$ cat config.mk
export PLATFORM = sky130hd
export DESIGN_NAME = task_dispatcher
export DESIGN_NICKNAME = d
export VERILOG_FILES = /design/src/rtl/disp_pkg.sv /design/src/rtl/cluster_credit.sv /design/src/rtl/cluster_select.sv /design/src/rtl/task_dispatcher.sv
export SDC_FILE = /design/constraint.sdc
export NUM_CORES = 1
export LEC_CHECK = 0
export BUFFER_PORTS_ARGS = -buffer_cell sky130_fd_sc_hd__buf_4
export CAP_MARGIN = 15
export CORE_ASPECT_RATIO = 0.75
export CORE_UTILIZATION = 60
export CTS_BUF_LIST = sky130_fd_sc_hd__clkbuf_16
export DETAILED_ROUTE_END_ITERATION = 10
export GPL_ROUTABILITY_DRIVEN = 0
export GPL_TIMING_DRIVEN = 0
export PLACE_DENSITY_LB_ADDON = 0.12
export SYNTH_ARGS = -nofsm -noshare
export SYNTH_HDL_FRONTEND = slang
export SYNTH_HIERARCHICAL = 1
export SYNTH_SLANG_ARGS = --single-unit
$ cat constraint.sdc
create_clock -name clk -period 17.3 [get_ports clk]
set_clock_uncertainty 0.2 [all_clocks]
set_input_delay 3.46 -clock clk [delete_from_list [all_inputs] [get_ports clk]]
set_output_delay 3.46 -clock clk [all_outputs]
set_load 0.03 [all_outputs]
$ cat src/rtl/disp_pkg.sv
package disp_pkg;
  function automatic int idx_width(input int n);
    return (n > 1) ? $clog2(n) : 1;
  endfunction
endpackage

$ cat src/rtl/cluster_credit.sv
module cluster_credit #(
  parameter int CAP_BYTES = 2048,
  parameter int MAX_OUT   = 8,
  parameter int BYTE_W    = 12
) (
  input  logic              clk,
  input  logic              rst_n,
  input  logic [BYTE_W-1:0] need_bytes,
  input  logic              take,
  input  logic [BYTE_W-1:0] take_bytes,
  input  logic              give,
  input  logic [BYTE_W-1:0] give_bytes,
  output logic              fits,
  output logic [$clog2(MAX_OUT+1)-1:0] load
);
  localparam int SPACE_W = $clog2(CAP_BYTES + 1);
  localparam int CNT_W   = $clog2(MAX_OUT + 1);
  localparam int W       = ((SPACE_W > BYTE_W) ? SPACE_W : BYTE_W) + 1;

  logic [SPACE_W-1:0] free_q, free_d;
  logic [CNT_W-1:0]   cnt_q, cnt_d;
  logic               upd_en;
  logic [W-1:0]       free_ext, need_ext, sum_ext;

  assign free_ext = W'(free_q);
  assign need_ext = W'(need_bytes);
  assign fits     = (free_ext >= need_ext) && (cnt_q < CNT_W'(MAX_OUT));
  assign load     = cnt_q;
  assign upd_en   = take | give;

  always_comb begin
    sum_ext = free_ext;
    if (take) sum_ext = sum_ext - W'(take_bytes);
    if (give) sum_ext = sum_ext + W'(give_bytes);
    free_d = SPACE_W'(sum_ext);
    cnt_d  = cnt_q;
    if (take && !give) cnt_d = cnt_q + CNT_W'(1);
    if (give && !take) cnt_d = cnt_q - CNT_W'(1);
  end

  always_ff @(posedge clk or negedge rst_n) begin
    if (!rst_n) begin
      free_q <= SPACE_W'(CAP_BYTES);
      cnt_q  <= '0;
    end else if (upd_en) begin
      free_q <= free_d;
      cnt_q  <= cnt_d;
    end
  end

  // the accounting stays inside its limits
  assert_space_bound_R8: assert property (@(posedge clk) disable iff (!rst_n)
    free_q <= SPACE_W'(CAP_BYTES));
  assert_cnt_bound_R8: assert property (@(posedge clk) disable iff (!rst_n)
    cnt_q <= CNT_W'(MAX_OUT));
  // a debit only lands on a cluster that could hold it
  assert_take_fits_R2: assert property (@(posedge clk) disable iff (!rst_n)
    take |-> fits);
  // a lone completion lowers the load by one
  assert_give_drops_load_R7: assert property (@(posedge clk) disable iff (!rst_n)
    (give && !take) |=> (cnt_q == $past(cnt_q) - CNT_W'(1)));
endmodule

$ cat src/rtl/cluster_select.sv
module cluster_select #(
  parameter int N_CL  = 4,
  parameter int CNT_W = 4,
  parameter int IDX_W = 2
) (
  input  logic                  clk,
  input  logic                  rst_n,
  input  logic                  req,
  input  logic [N_CL-1:0]       elig,
  input  logic [N_CL*CNT_W-1:0] loads,
  input  logic [IDX_W-1:0]      home,
  output logic                  any,
  output logic [IDX_W-1:0]      sel
);
  logic [IDX_W-1:0] best_idx;
  logic [CNT_W-1:0] best_load;
  logic             found;

  always_comb begin
    found     = 1'b0;
    best_idx  = '0;
    best_load = '0;
    for (int i = 0; i < N_CL; i++) begin
      if (elig[i] && (!found || loads[i*CNT_W +: CNT_W] < best_load)) begin
        found     = 1'b1;
        best_idx  = IDX_W'(i);
        best_load = loads[i*CNT_W +: CNT_W];
      end
    end
  end

  assign any = found;
  assign sel = elig[home] ? home : best_idx;

  // the home cluster wins whenever it is eligible
  assert_home_first_R3: assert property (@(posedge clk) disable iff (!rst_n)
    (req && elig[home]) |-> (sel == home));
  // the choice is always an eligible cluster
  assert_sel_eligible_R2: assert property (@(posedge clk) disable iff (!rst_n)
    (req && any) |-> elig[sel]);
endmodule

$ cat src/rtl/task_dispatcher.sv
module task_dispatcher #(
  parameter int N_CL      = 4,
  parameter int CAP_BYTES = 2048,
  parameter int MAX_OUT   = 8,
  parameter int MSG_W     = 9,
  parameter int BYTE_W    = 12,
  parameter int IDX_W     = disp_pkg::idx_width(N_CL)
) (
  input  logic                   clk,
  input  logic                   rst_n,
  input  logic                   in_valid,
  output logic                   in_ready,
  input  logic [MSG_W-1:0]       in_msg_id,
  input  logic [BYTE_W-1:0]      in_bytes,
  output logic                   disp_valid,
  output logic [IDX_W-1:0]       disp_cluster,
  output logic [MSG_W-1:0]       disp_msg_id,
  output logic [BYTE_W-1:0]      disp_bytes,
  input  logic [N_CL-1:0]        done_valid,
  input  logic [N_CL*BYTE_W-1:0] done_bytes
);
  localparam int CNT_W = $clog2(MAX_OUT + 1);
  localparam logic [MSG_W-1:0] N_AS_MSG = MSG_W'(N_CL);

  logic [N_CL-1:0]       elig;
  logic [N_CL*CNT_W-1:0] loads;
  logic [IDX_W-1:0]      home, sel;
  logic                  any, fire;

  assign home     = IDX_W'(in_msg_id % N_AS_MSG);
  assign in_ready = any;
  assign fire     = in_valid & any;

  for (genvar g = 0; g < N_CL; g++) begin : g_cl
    logic [CNT_W-1:0] ld;
    cluster_credit #(
      .CAP_BYTES(CAP_BYTES), .MAX_OUT(MAX_OUT), .BYTE_W(BYTE_W)
    ) u_credit (
      .clk(clk), .rst_n(rst_n),
      .need_bytes(in_bytes),
      .take(fire && (sel == IDX_W'(g))),
      .take_bytes(in_bytes),
      .give(done_valid[g]),
      .give_bytes(done_bytes[g*BYTE_W +: BYTE_W]),
      .fits(elig[g]),
      .load(ld)
    );
    assign loads[g*CNT_W +: CNT_W] = ld;
  end

  cluster_select #(.N_CL(N_CL), .CNT_W(CNT_W), .IDX_W(IDX_W)) u_sel (
    .clk(clk), .rst_n(rst_n), .req(in_valid),
    .elig(elig), .loads(loads), .home(home),
    .any(any), .sel(sel)
  );

  logic              dv_d;
  logic [IDX_W-1:0]  dc_d;
  logic [MSG_W-1:0]  dm_d;
  logic [BYTE_W-1:0] db_d;

  always_comb begin
    dv_d = fire;
    dc_d = disp_cluster;
    dm_d = disp_msg_id;
    db_d = disp_bytes;
    if (fire) begin
      dc_d = sel;
      dm_d = in_msg_id;
      db_d = in_bytes;
    end
  end

  always_ff @(posedge clk or negedge rst_n) begin
    if (!rst_n) begin
      disp_valid   <= 1'b0;
      disp_cluster <= '0;
      disp_msg_id  <= '0;
      disp_bytes   <= '0;
    end else begin
      disp_valid   <= dv_d;
      disp_cluster <= dc_d;
      disp_msg_id  <= dm_d;
      disp_bytes   <= db_d;
    end
  end

  // an accepted task is reported on the next cycle
  assert_report_follows_R6: assert property (@(posedge clk) disable iff (!rst_n)
    (in_valid && in_ready) |=> disp_valid);
  // no input, no report
  assert_idle_quiet_R9: assert property (@(posedge clk) disable iff (!rst_n)
    !(in_valid && in_ready) |=> !disp_valid);
endmodule

==> results.tsv <==
metric	value	unit
vias in the first global route	8276	
TritonCTS clock tree	done	
DRT antenna net count	0	
Post-synth EDFFs	0	
crit share post-route	0.743	
Area growth, synth to finish	13.1	%
vias after detailed routing	8844	
worst path required time	17.38	ns
Top delay family on crit path	compound AO/OA/AOI/OAI gates	
most frequent cells in the layout	ha_1, inv_1, buf_4	
Pre-antenna DRT Iters	5	
slowest library cell on the worst path	nor3b_1	
max-slew violation count	0	
endpoint type of the worst setup path	flop	
NumNets Final	1569	
Most used DFF post-synth	dfrtp_1	
Worst Hold Class	reg2reg	
Pleak	5.89	nW
headroom to the max-slew limit	0.174	
H-tree levels	3	
sequential share of the synthesized area	0.210	
WHS	0.286	ns
CP max FO	10	
Max-cap violations	0	
Iter 0 DRT Violations	500	
slowest stage delay, CP	1.02	ns
Initial Utilization	0.618	
Die Area	18000	um^2
hold_buf cts	0	
Synth cell types	80	
most common cell after layout, fill and taps aside	ha_1	
global-route usage over all layers	0.288	
Post-DP HPWL	19300	um
antenna violations before repair	0	
Fmax	77.8	MHz
Clock Latency Late Sink	0.36	ns
Top cell by count, worst path	ha_1	
drt total wl	24500	um
postcts setup bufs	0	
Syn Area/Cell	8.74	um^2
Vias/cell	5.69	
clock sinks	88	
status	completed	
post-cts gate resize count	0	
Mapped Cells	1200	
Buf+Inv Stages, Crit Path	3	
core area	17000	um^2
clock root buffer master	clkbuf_16	
Final Setup Violations	0	
layout cells sized above 1	0.164	
PortBufs	100	
startpoint types	primary input	
crit path DAT	12.93	ns
type of the worst setup path	in2reg	
die span in x	155	um
# DRC	0	
syn nets	1457	
Reg clk slew, reported paths	0.07	ns
Die Ht	117	um
first-pass GRT wire length	40900	um
r2r setup slk	7.34	ns
peak supply drop	0.0972	mV
RSZ-0062 raised after global routing	false	
per-cell routed wire length	15.8	um
endpoints failing hold	0	
clock period minus worst slack	12.85	ns
Ports	101	
YS warnings	6	
CTS Buffer Depth	2	
setup TNS	0	ns
Synth Cell Area	10500	um^2
CTS Buf Count	9	
Site Rows	41	
pwr dens	230	nW/um^2
Yosys reg bits	88	
diode count	0	
ys async rst share	1.00	
Slew @ Worst Pin	1.24	ns
largest net degree at the start of global routing	89	
Overflow after GRT	0	
[final timing paths]
kind / from / cells after the start / end
max reg2reg: g_cl[0].u_credit/free_q[0] / 37 / g_cl[2].u_credit/free_q[11]
min: g_cl[1].u_credit/free_q[0] / 2 / g_cl[1].u_credit/free_q[0]
min in group asynchronous: rst_n / 1 / disp_msg_id[5]
max in group asynchronous: rst_n / 2 / g_cl[3].u_credit/free_q[11]
min reg2reg: g_cl[1].u_credit/free_q[0] / 2 / g_cl[1].u_credit/free_q[0]
max: in_bytes[0] / 37 / g_cl[2].u_credit/free_q[11]
[registers in the layout (all words and copies together) (netlist names)]
name / cells
g_cl.u_credit/free_q: 48
g_cl.u_credit/load: 16
disp_bytes: 12
disp_msg_id: 9
disp_cluster: 2
disp_valid: 1
[cells by family after synthesis]
group	share of synthesized area
AO/OA/AOI/OAI	0.224
XOR/XNOR	0.0634
adder cells (fa/ha/maj)	0.224
buffers and inverters	0.0643
flip-flops	0.210
multiplexers	0.0958
AND/OR/NAND/NOR	0.117
[worst reg2reg max path: cells and delay by family (launching register included)]
family	cells	cell delay, ns
fa+ha+maj	5	1.38
mux	3	0.89
compound gates	18	4.09
flops	1	0.38
buf+inv	3	0.75
simple gates	7	2.04
xor+xnor	1	0.15
[where the power goes]
part	internal (W)	total (W)	switching, W	leakage (nW)
Combinational	0.000966	0.00210	0.00113	4.73
Sequential	0.000322	0.000432	0.000110	1.02
Clock	0.000102	0.000201	0.0000989	0.144
[layer usage]
layer  share of wire  vias up  GRT usage
li1                -     4513          -
met1            0.51     4060      0.411
met2            0.41      240      0.437
met3           0.064       31     0.0597
met4           0.021        0     0.0891
met5               0        -          0
[area by class of cell]
type,instances,area [um^2]
Tap cell,236,295
Buffer,17,103
Fill cell,1432,5110
Clock buffer,9,225
Multi-Input combinational cell,944,7610
Timing Repair Buffer,101,778
Inverter,151,572
Clock inverter,7,75.1
Sequential cell,88,2210
[synthesized netlist by cell type (4+ instances only)]
| library cell | number | area share |
|---|---|---|
| dfstp_2 | 4 | 0.010 |
| mux2i_1 | 31 | 0.030 |
| o21bai_1 | 10 | 0.0072 |
| nand4_1 | 8 | 0.0048 |
| o21ai_1 | 7 | 0.0033 |
| a21o_1 | 48 | 0.034 |
| nor2b_1 | 10 | 0.0060 |
| clkbuf_1 | 10 | 0.0036 |
| mux2_4 | 20 | 0.029 |
| a211oi_1 | 12 | 0.0086 |
| o221a_2 | 4 | 0.0043 |
| o31ai_1 | 8 | 0.0057 |
| inv_1 | 142 | 0.051 |
| nor3_1 | 7 | 0.0033 |
| and3_1 | 5 | 0.0030 |
| o31a_1 | 9 | 0.0075 |
| nand3_1 | 20 | 0.0095 |
| dfrtp_1 | 84 | 0.20 |
| a21oi_1 | 86 | 0.041 |
| xor2_1 | 21 | 0.018 |
| a21oi_2 | 4 | 0.0033 |
| a211o_1 | 6 | 0.0050 |
| mux2_2 | 35 | 0.038 |
| nor3b_1 | 5 | 0.0036 |
| nand2b_1 | 14 | 0.0083 |
| nor2_1 | 84 | 0.030 |
| o21ai_0 | 62 | 0.030 |
| fa_1 | 12 | 0.023 |
| a31oi_1 | 14 | 0.0083 |
| nand2_1 | 83 | 0.030 |
| nand3b_1 | 10 | 0.0072 |
| o21a_1 | 18 | 0.013 |
| ha_1 | 169 | 0.20 |
| inv_2 | 5 | 0.0018 |
| xnor2_1 | 55 | 0.046 |
[metrics by stage]
stage	cell area [um^2]	setup WS, ns	utilization	total power [W]	cells
finish	11900	4.45	0.699	0.00273	1553
global route	11900	3.79	0.699	0.00300	1553
CTS	11800	4.56	0.697	0.00272	1552
detailed placement	11500	4.20	0.680	0.00249	1536
global placement	11500	4.28	0.680	0.00244	1536
floorplan	10500	6.20	-	0.00206	1200
Note: power is estimated with default switching activity, not from simulation.
